File: src/rtl/skp_pkg.sv
package skp_pkg;
    localparam int SYM_W     = 8;
    localparam int LFSR_W    = 23;
    localparam int TX_SKIPS  = 12;
    localparam int TRAIL_N   = 3;
    localparam int TX_LEN    = TX_SKIPS + 1 + TRAIL_N;
    localparam int RX_MIN    = 8;
    localparam int RX_MAX    = 24;
    localparam int GRP       = 4;
    localparam int IDX_W     = $clog2(TX_LEN);
    localparam int CNT_W     = $clog2(RX_MAX + 1);
    localparam int TRL_W     = TRAIL_N * SYM_W;

    localparam logic [SYM_W-1:0] SKIP_CODE = 8'hAA;
    localparam logic [SYM_W-1:0] END_CODE  = 8'hE1;
    localparam logic [1:0]       OS_HDR    = 2'b01;

    typedef enum logic [1:0] {
        RX_IDLE,
        RX_SKIP,
        RX_TAIL
    } rx_state_t;

    typedef struct packed {
        logic              comp;
        logic [SYM_W-1:0]  err;
        logic [LFSR_W-1:0] lfsr;
        logic              top;
    } tx_fields_t;

    function automatic logic count_legal(input logic [CNT_W-1:0] n);
        int unsigned v;
        v = int'(n);
        return (v >= RX_MIN) && (v <= RX_MAX) && ((v % GRP) == 0);
    endfunction
endpackage

File: src/rtl/skp_tx_gen.sv
module skp_tx_gen
    import skp_pkg::*;
(
    input  logic              clk,
    input  logic              rst,
    input  logic              start,
    input  logic              comp,
    input  logic [SYM_W-1:0]  err_cnt,
    input  logic [LFSR_W-1:0] lfsr,
    input  logic              after_data,
    input  logic              data_par,
    output logic              valid,
    output logic              first,
    output logic              last,
    output logic [SYM_W-1:0]  sym,
    output logic [1:0]        sync,
    output logic              hold
);
    logic             busy;
    logic [IDX_W-1:0] idx;
    tx_fields_t       fld;

    localparam logic [IDX_W-1:0] END_IDX  = IDX_W'(TX_SKIPS);
    localparam logic [IDX_W-1:0] LAST_IDX = IDX_W'(TX_LEN - 1);

    always_ff @(posedge clk) begin
        if (rst) begin
            busy <= 1'b0;
            idx  <= '0;
            fld  <= '0;
        end else if (!busy) begin
            if (start) begin
                busy     <= 1'b1;
                idx      <= '0;
                fld.comp <= comp;
                fld.err  <= err_cnt;
                fld.lfsr <= lfsr;
                fld.top  <= after_data ? data_par : ~lfsr[LFSR_W-1];
            end
        end else begin
            if (idx == LAST_IDX) begin
                busy <= 1'b0;
                idx  <= '0;
            end else begin
                idx <= idx + 1'b1;
            end
        end
    end

    always_comb begin
        sym = '0;
        if (busy) begin
            if (idx < END_IDX)
                sym = SKIP_CODE;
            else if (idx == END_IDX)
                sym = END_CODE;
            else if (idx == END_IDX + 1'b1)
                sym = fld.comp ? SKIP_CODE : {fld.top, fld.lfsr[LFSR_W-1:2*SYM_W]};
            else if (idx == END_IDX + 2'd2)
                sym = fld.comp ? fld.err : fld.lfsr[2*SYM_W-1:SYM_W];
            else
                sym = fld.comp ? ~fld.err : fld.lfsr[SYM_W-1:0];
        end
    end

    assign valid = busy;
    assign first = busy && (idx == '0);
    assign last  = busy && (idx == LAST_IDX);
    assign sync  = (busy && (idx == '0)) ? OS_HDR : 2'b00;
    assign hold  = busy;
endmodule

File: src/rtl/skp_rx_chk.sv
module skp_rx_chk
    import skp_pkg::*;
(
    input  logic             clk,
    input  logic             rst,
    input  logic             valid,
    input  logic             start,
    input  logic [SYM_W-1:0] sym,
    input  logic             comp,
    output logic             done,
    output logic             err,
    output logic [CNT_W-1:0] count,
    output logic [TRL_W-1:0] trailer,
    output logic             hold
);
    rx_state_t        state;
    logic [CNT_W-1:0] cnt;
    logic [1:0]       tidx;
    logic [TRL_W-1:0] tbuf;
    logic [TRL_W-1:0] tnext;

    localparam logic [CNT_W-1:0] CNT_TOP  = CNT_W'(RX_MAX);
    localparam logic [1:0]       TAIL_TOP = 2'(TRAIL_N - 1);

    assign tnext = {tbuf[TRL_W-SYM_W-1:0], sym};

    always_ff @(posedge clk) begin
        if (rst) begin
            state   <= RX_IDLE;
            cnt     <= '0;
            tidx    <= '0;
            tbuf    <= '0;
            done    <= 1'b0;
            err     <= 1'b0;
            count   <= '0;
            trailer <= '0;
        end else begin
            done <= 1'b0;
            unique case (state)
                RX_IDLE: begin
                    if (valid && start) begin
                        if (sym == SKIP_CODE) begin
                            cnt   <= CNT_W'(1);
                            state <= RX_SKIP;
                        end else begin
                            done  <= 1'b1;
                            err   <= 1'b1;
                            count <= '0;
                        end
                    end
                end
                RX_SKIP: begin
                    if (valid) begin
                        if (sym == SKIP_CODE && cnt != CNT_TOP) begin
                            cnt <= cnt + 1'b1;
                        end else if (sym == END_CODE && count_legal(cnt)) begin
                            tidx  <= '0;
                            state <= RX_TAIL;
                        end else begin
                            done  <= 1'b1;
                            err   <= 1'b1;
                            count <= cnt;
                            state <= RX_IDLE;
                        end
                    end
                end
                RX_TAIL: begin
                    if (valid) begin
                        tbuf <= tnext;
                        tidx <= tidx + 1'b1;
                        if (tidx == TAIL_TOP) begin
                            done    <= 1'b1;
                            err     <= comp && (sym != ~tbuf[SYM_W-1:0]);
                            count   <= cnt;
                            trailer <= tnext;
                            state   <= RX_IDLE;
                        end
                    end
                end
                default: state <= RX_IDLE;
            endcase
        end
    end

    assign hold = (state != RX_IDLE) || (valid && start);
endmodule

File: src/rtl/skp_os_unit.sv
module skp_os_unit
    import skp_pkg::*;
(
    input  logic              clk,
    input  logic              rst,
    input  logic              tx_start,
    input  logic              tx_compliance,
    input  logic [SYM_W-1:0]  tx_err_cnt,
    input  logic [LFSR_W-1:0] tx_lfsr,
    input  logic              tx_after_data,
    input  logic              tx_data_parity,
    output logic              tx_valid,
    output logic              tx_first,
    output logic              tx_last,
    output logic [SYM_W-1:0]  tx_sym,
    output logic [1:0]        tx_sync,
    output logic              tx_scr_hold,
    input  logic              rx_valid,
    input  logic              rx_start,
    input  logic [SYM_W-1:0]  rx_sym,
    input  logic              rx_compliance,
    output logic              rx_done,
    output logic              rx_err,
    output logic [CNT_W-1:0]  rx_skp_count,
    output logic [TRL_W-1:0]  rx_trailer,
    output logic              rx_scr_hold
);
    skp_tx_gen tx_i (
        .clk        (clk),
        .rst        (rst),
        .start      (tx_start),
        .comp       (tx_compliance),
        .err_cnt    (tx_err_cnt),
        .lfsr       (tx_lfsr),
        .after_data (tx_after_data),
        .data_par   (tx_data_parity),
        .valid      (tx_valid),
        .first      (tx_first),
        .last       (tx_last),
        .sym        (tx_sym),
        .sync       (tx_sync),
        .hold       (tx_scr_hold)
    );

    skp_rx_chk rx_i (
        .clk     (clk),
        .rst     (rst),
        .valid   (rx_valid),
        .start   (rx_start),
        .sym     (rx_sym),
        .comp    (rx_compliance),
        .done    (rx_done),
        .err     (rx_err),
        .count   (rx_skp_count),
        .trailer (rx_trailer),
        .hold    (rx_scr_hold)
    );
endmodule

File: config.mk
export PLATFORM = sky130hd
export DESIGN_NAME = skp_os_unit
export DESIGN_NICKNAME = d
export VERILOG_FILES = /design/src/rtl/skp_pkg.sv /design/src/rtl/skp_tx_gen.sv /design/src/rtl/skp_rx_chk.sv /design/src/rtl/skp_os_unit.sv
export SDC_FILE = /design/constraint.sdc
export NUM_CORES = 1
export LEC_CHECK = 0
export ABC_CLOCK_PERIOD_IN_PS = 2400
export BUFFER_PORTS_ARGS = -buffer_cell sky130_fd_sc_hd__buf_4
export CAP_MARGIN = 20
export CORE_ASPECT_RATIO = 1.5
export CORE_MARGIN = 2
export CORE_UTILIZATION = 55
export DETAILED_ROUTE_END_ITERATION = 10
export PLACE_DENSITY_LB_ADDON = 0.15
export SLEW_MARGIN = 10
export SYNTH_ARGS = -nofsm -noshare
export SYNTH_HDL_FRONTEND = slang
export SYNTH_HIERARCHICAL = 1
export SYNTH_SLANG_ARGS = --single-unit
File: constraint.sdc
create_clock -name clk -period 2.4 [get_ports clk]
set_input_delay 0.48 -clock clk [delete_from_list [all_inputs] [get_ports clk]]
set_output_delay 0.48 -clock clk [all_outputs]
set_load 0.05 [all_outputs]
==> results.json, run 1 <==
{
  "globalRouteOverflowTotal": 0,
  "top_layer": "met4",
  "hold_viol_final": 0,
  "ys_warn_count": 6,
  "critical_path_class": "reg -> out",
  "synthDistinctLibCells": 60,
  "status": "finished clean",
  "dpl_cell_area_sq_um": 5185,
  "synthFlopType": "dfxtp_1",
  "final_cell_mix": "nand2_1, buf_4, a21oi_1, dfxtp_1, nor2_1",
  "area_growth_pct": 26.70,
  "syn_inst": 568,
  "clkTransAtPathRegs_ns": 0.07,
  "cts_root_buf": "clkbuf_16",
  "cts_buffer_depth": 2,
  "min_path_type": "in -> reg",
  "nets": 708,
  "stdcell_area_sq_um": 5658,
  "critical_path.endpoint_type": "primary output",
  "drc": 0,
  "num_vias": 4192,
  "first_pass_iters": 5,
  "power_density_nw_per_um2": 618.3,
  "final_common_cell": "nand2_1",
  "drt_wl_total_mm": 11.43,
  "wl_per_cell_um": 15.10,
  "grt_max_degree": 39,
  "htreeDepth": 3,
  "setup_tns_ns": 0,
  "ys_ff_latch": 94,
  "layout_setup_ws_ns": 0.02612,
  "rsz0062_at_grt": "yes",
  "route.met2.wl_mm": 6.080,
  "wl_met3_um": 563,
  "io_buffer_count": 92,
  "antenna_found_initial": 0,
  "io_pins": 94,
  "final.fill_count": 627,
  "chipWidth_um": 77.57,
  "async_reset_ff_share_pct": 0,
  "fin_skew_ns": 0.007245,
  "peakVddDrop_mv": 0.5215,
  "worst_pin_slew_ns": 0.5905,
  "dieHeight_um": 114.4,
  "syn-cell-area_sq_um": 4466,
  "report.final.setup_viol": 0,
  "synth_area_per_cell_sq_um": 7.862,
  "drtIter0Drc": 246,
  "viasPerCell": 5.538,
  "power_leakage_nw": 2.186,
  "max_freq_ghz": 0.4213,
  "wl_met1_mm": 4.469,
  "drv_slew": 0,
  "globalplace.congestion": 0.9573,
  "post-place-ws_ns": 0.1583,
  "cap_violations": 0,
  "grt_pass1_wl_mm": 18.13,
  "min_period_over_period_pct": 98.91,
  "cts_hold_buffers": 0,
  "start_util_pct": 56.12,
  "cts.sink_count": 94,
  "slew_headroom_pct": 60.63,
  "placementRows": 40,
  "regArea_sq_um": 1893,
  "cts_buffers": 9,
  "layout_min_cycle_time_ns": 2.374,
  "critical_path_required_ns": 1.92,
  "multi_input_comb_area_sq_um": 2422,
  "drive_above_1_share_pct": 23.31,
  "cp-start-kind": "flip-flop",
  "synth-edff-count": 0,
  "grt_usage_pct": 25.58,
  "total_power_w": 0.003498,
  "die_area_sq_um": 8871,
  "place_hpwl_mm": 7.824,
  "core_sq_um": 7958,
  "cts_tree": "yes",
  "antenna_left": 0,
  "yosysSeqAreaShare_pct": 42.14,
  "grt_pass1_vias": 3897,
  "syn-num-nets": 628,
  "crit_fanout": 10,
  "worstPathArrival_ns": 1.89,
  "antenna_cells": 0,
  "clock_latency_ns": 0.34
}
-- sequential cells by signal, summed over array words and instances (netlist names) --
register	flops
rx_i/trailer	24
rx_i/count	5
tx_i/fld	33
tx_i/hold	1
rx_i/tbuf	16
rx_i/cnt	5
rx_i/err	1
rx_i/done	1
rx_i/tidx	2
rx_i/state	2
tx_i/idx	4
-- cells in the mapped netlist (2+ instances only) --
cell type  count  share of area, %
nor2b_1       12               1.7
and3_1         4              0.56
nand3_1        4              0.45
nor2_1        23               1.9
buf_4          4              0.67
a22o_1         2              0.39
o21ai_0       12               1.3
a211oi_1       7               1.2
a211o_1        4              0.78
o21ai_1        4              0.45
mux2i_1       10               2.2
inv_1         15               1.3
xor2_1         8               1.6
nand2_1      161                14
o311a_1        2              0.45
ha_1          12               3.4
buf_6          3              0.76
xnor2_1        3              0.59
a21oi_1       96                11
clkbuf_1      20               1.7
o2bb2ai_1      2              0.39
nor4b_1        3              0.59
nor3b_1        2              0.34
nand2b_1       5              0.70
buf_2         13               1.5
nor3_1         4              0.45
nand4_1        7              0.98
dfxtp_1       94                42
-- kinds of logic (layout without fill, tap and decap cells) --
family | Yosys count | in the layout | synth area share, %
buffers and inverters | 56 | 139 | 5.912
other | 1 | 1 | 0.08398
XOR/XNOR | 11 | 11 | 2.158
adder cells (fa/ha/maj) | 12 | 12 | 3.362
AO/OA/AOI/OAI | 144 | 144 | 18.72
flip-flops | 94 | 94 | 42.14
multiplexers | 11 | 11 | 2.494
AND/OR/NAND/NOR | 239 | 240 | 25.13
-- final cells by class --
type / count / share of cell area [%]
multi-input cells: 419 / 42.81
flip-flops and latches: 94 / 33.46
repair buffers: 109 / 15.10
clock buffers: 11 / 4.290
well taps: 105 / 2.322
inverters: 15 / 1.039
clock inverters: 4 / 0.9730
-- layer usage --
layer  global-route usage, %  vias to the layer above
met1                   28.82                     1933
met2                   47.77                      153
met3                   3.864                       23
met5                       0                        -
li1                        -                     2083
met4                   10.36                        0
-- through the flow --
stage	util [%]	std cells	hold slack (ns)
final	71.10	757	0.3768
after detailed placement	65.16	736	0.4431
after global routing	71.10	757	0.3841
after CTS	69.94	754	0.3736
after global placement	65.16	736	0.4304
after floorplan	-	568	0.4243
-- report_power, final --
| part | switching, W | internal [W] | total (W) |
|---|---|---|---|
| Clock | 0.000587 | 0.000836 | 0.00142 |
| Sequential | 0.0000315 | 0.00160 | 0.00163 |
| Combinational | 0.000265 | 0.000180 | 0.000445 |
-- worst max-delay path: stages, from the launching register on --
cell,delay (ns)
dfxtp_4,0.39
buf_12,0.11
ha_4,0.19
nand2b_1,0.14
nor4b_4,0.32
a22o_1,0.20
buf_4,0.20
-- worst paths after layout --
kind | startpoint | endpoint | slack (ns) | depth (start not counted)
setup / recovery | tx_i/idx[0] | tx_sym[2] | 0.03 | 6
hold / removal | tx_compliance | tx_i/fld[32] | 0.38 | 3
setup reg to reg | rx_i/state[0] | rx_i/cnt[4] | 0.21 | 7
hold reg to reg | rx_i/tbuf[9] | rx_i/trailer[17] | 0.45 | 2
-- what timing repair did --
action,in CTS,in global routing
setup buffers,2,3
gates resized for setup,15,15
endpoints found under the setup margin,6,4
pin swaps,2,1
gates cloned,1,0
No activity file was read; power rests on OpenSTA's default activity.
==> inputs of run 2 (changes only) <==
--- a/config.mk
+++ b/config.mk
@@ -12,7 +12,9 @@
 export CORE_MARGIN = 2
 export CORE_UTILIZATION = 55
 export DETAILED_ROUTE_END_ITERATION = 10
+export MAX_ROUTING_LAYER = met4
 export PLACE_DENSITY_LB_ADDON = 0.15
+export SETUP_SLACK_MARGIN = 0.05
 export SLEW_MARGIN = 10
 export SYNTH_ARGS = -nofsm -noshare
 export SYNTH_HDL_FRONTEND = slang
==> results.json, run 2 (synthesis results as in run 1) <==
{
  "cts_buffer_depth": 2,
  "worstPathArrival_ns": 1.84,
  "power_density_nw_per_um2": 626.1,
  "reg2reg_slack_ns": 0.24,
  "grt_pass1_wl_mm": 18.40,
  "cap_violations": 0,
  "report.final.setup_viol": 0,
  "viasPerCell": 5.602,
  "wl_per_cell_um": 15.25,
  "placed_cells": 737,
  "io_buffer_count": 92,
  "rr_startpoint": "rx_i/state[0]",
  "min_path_type": "in -> reg",
  "reg_top3": "tx_i/fld (33), rx_i/trailer (24), rx_i/tbuf (16)",
  "cts_buffers": 9,
  "multi_input_comb_area_sq_um": 2399,
  "cp_cell_sequence": "inv_4, ha_4, nand3_4, a211oi_2, a21oi_1, o311a_1, buf_4",
  "worst_pin_slew_ns": 0.6204,
  "final_common_cell": "nand2_1",
  "chipWidth_um": 77.57,
  "rr_worst_depth": 7,
  "dieHeight_um": 114.4,
  "place_hpwl_mm": 8.002,
  "crit_fanout": 7,
  "max_freq_ghz": 0.4314,
  "area_growth_pct": 25.97,
  "hold-path-endpoint": "tx_i/fld[21]",
  "setup_tns_ns": 0,
  "wl_met1_mm": 4.551,
  "cts_tree": "yes",
  "route.met2.wl_mm": 5.935,
  "start_util_pct": 56.12,
  "critical_path_required_ns": 1.92,
  "critical_path_class": "reg -> out",
  "path_buf_inv": 2,
  "globalplace.congestion": 0.8983,
  "final_cell_mix": "nand2_1, buf_4, a21oi_1, dfxtp_1, nor2_1",
  "nets": 709,
  "globalRouteOverflowTotal": 0,
  "crit_family": "compound AO/OA/AOI/OAI gates",
  "grt_pass1_vias": 3916,
  "first_pass_iters": 5,
  "reg2reg_to": "rx_i/cnt[4]",
  "drv_slew": 0,
  "clock_latency_ns": 0.34,
  "largest_register": "tx_i/fld",
  "min_period_over_period_pct": 96.57,
  "worstHoldPathCells": 3,
  "cts.sink_count": 94,
  "largest_reg_flops": 33,
  "regArea_sq_um": 1889,
  "post-route-util_pct": 70.69,
  "clkTransAtPathRegs_ns": 0.06,
  "htreeDepth": 3,
  "cp-start-kind": "flip-flop",
  "status": "finished clean",
  "slew_headroom_pct": 58.64,
  "core_sq_um": 7958,
  "drc": 0,
  "drive_above_1_share_pct": 23.39,
  "top_layer": "met4",
  "cts_root_buf": "clkbuf_16",
  "grt_max_degree": 44,
  "placementRows": 40,
  "crit_slowest_cell": "dfxtp_4",
  "antenna_left": 0,
  "layout_min_cycle_time_ns": 2.318,
  "fin_cells": 759,
  "grt_usage_pct": 26.89,
  "hold_viol_final": 0,
  "power_leakage_nw": 2.167,
  "hold_start": "tx_lfsr[20]",
  "io_pins": 94,
  "drt_wl_total_mm": 11.57,
  "fin_skew_ns": 0.005245,
  "antenna_cells": 0,
  "drtIter0Drc": 207,
  "die_area_sq_um": 8871,
  "num_vias": 4252,
  "wl_met3_um": 602,
  "critical_path.endpoint_type": "primary output",
  "rsz0062_at_grt": "yes",
  "antenna_found_initial": 0,
  "final.fill_count": 669,
  "cpPeakStageDelay_ns": 0.38,
  "peakVddDrop_mv": 0.4791
}
run 2: changes by cell type in the layout (fill, tap and decap cells not counted), moves of 2 or more:
| cell | delta |
|---|---|
| nor4b_2 | +2 |
| buf_12 | -2 |
| nor4b_4 | -2 |
| buf_4 | +3 |
run 2: worst max path at each step:
stage | from | endpoint | slack, ns | cells past startpoint
6_report | tx_i/idx[0] | tx_sym[3] | 0.08 | 7
5_1_grt | tx_i/idx[0] | tx_sym[1] | 0.01 | 7
4_1_cts | tx_i/idx[0] | tx_sym[6] | 0.05 | 7
3_5_place_dp | tx_i/idx[1] | tx_sym[4] | 0.17 | 6
3_3_place_gp | tx_i/idx[1] | tx_sym[4] | 0.24 | 6
2_1_floorplan | tx_i/idx[0] | tx_sym[0] | 0.004 | 6
run 2: tightest hold or removal path, stage by stage:
cell and delay (ns):
buf_4 0.11, nand2_1 0.04, a21oi_1 0.05
run 2: layout make-up:
| type | instances | area share, % |
|---|---|---|
| clock inverter | 4 | 0.9564 |
| multi-input combinational | 419 | 42.64 |
| timing repair buffer | 110 | 14.88 |
| tap | 105 | 2.335 |
| clock buffer | 12 | 4.560 |
| inverter | 15 | 1.045 |
| sequential | 94 | 33.59 |
run 2: power breakdown:
group / switching, W / internal [W] / total, W
Sequential: 0.0000342 / 0.00160 / 0.00163
Combinational: 0.000263 / 0.000172 / 0.000436
Clock: 0.000584 / 0.000868 / 0.00145
run 2: what timing repair did:
item,4_1_cts,5_1_grt
hold buffers,0,0
gates cloned,1,0
pin swaps,1,4
gates resized for setup,12,12
buffers inserted,3,2
setup endpoints to repair,6,7
run 2: per-layer routing:
metal  up-vias  track usage [%]
li1       2089                -
met1      1960            29.53
met2       165            46.14
met3        38            4.811
met4         0            14.40
met5         -                -
run 2: stage by stage:
stage | power (W) | hold slack, ns | setup WS (ns) | instance area [sq um]
3_3_place_gp | 0.002074 | 0.4317 | 0.2394 | 5181
6_report | 0.003522 | 0.3882 | 0.08223 | 5625
4_1_cts | 0.003541 | 0.3746 | 0.05453 | 5575
5_1_grt | 0.003643 | 0.3901 | 0.01137 | 5625
3_5_place_dp | 0.002082 | 0.4440 | 0.1715 | 5181
2_1_floorplan | 0.001930 | 0.4243 | 0.003568 | 4467
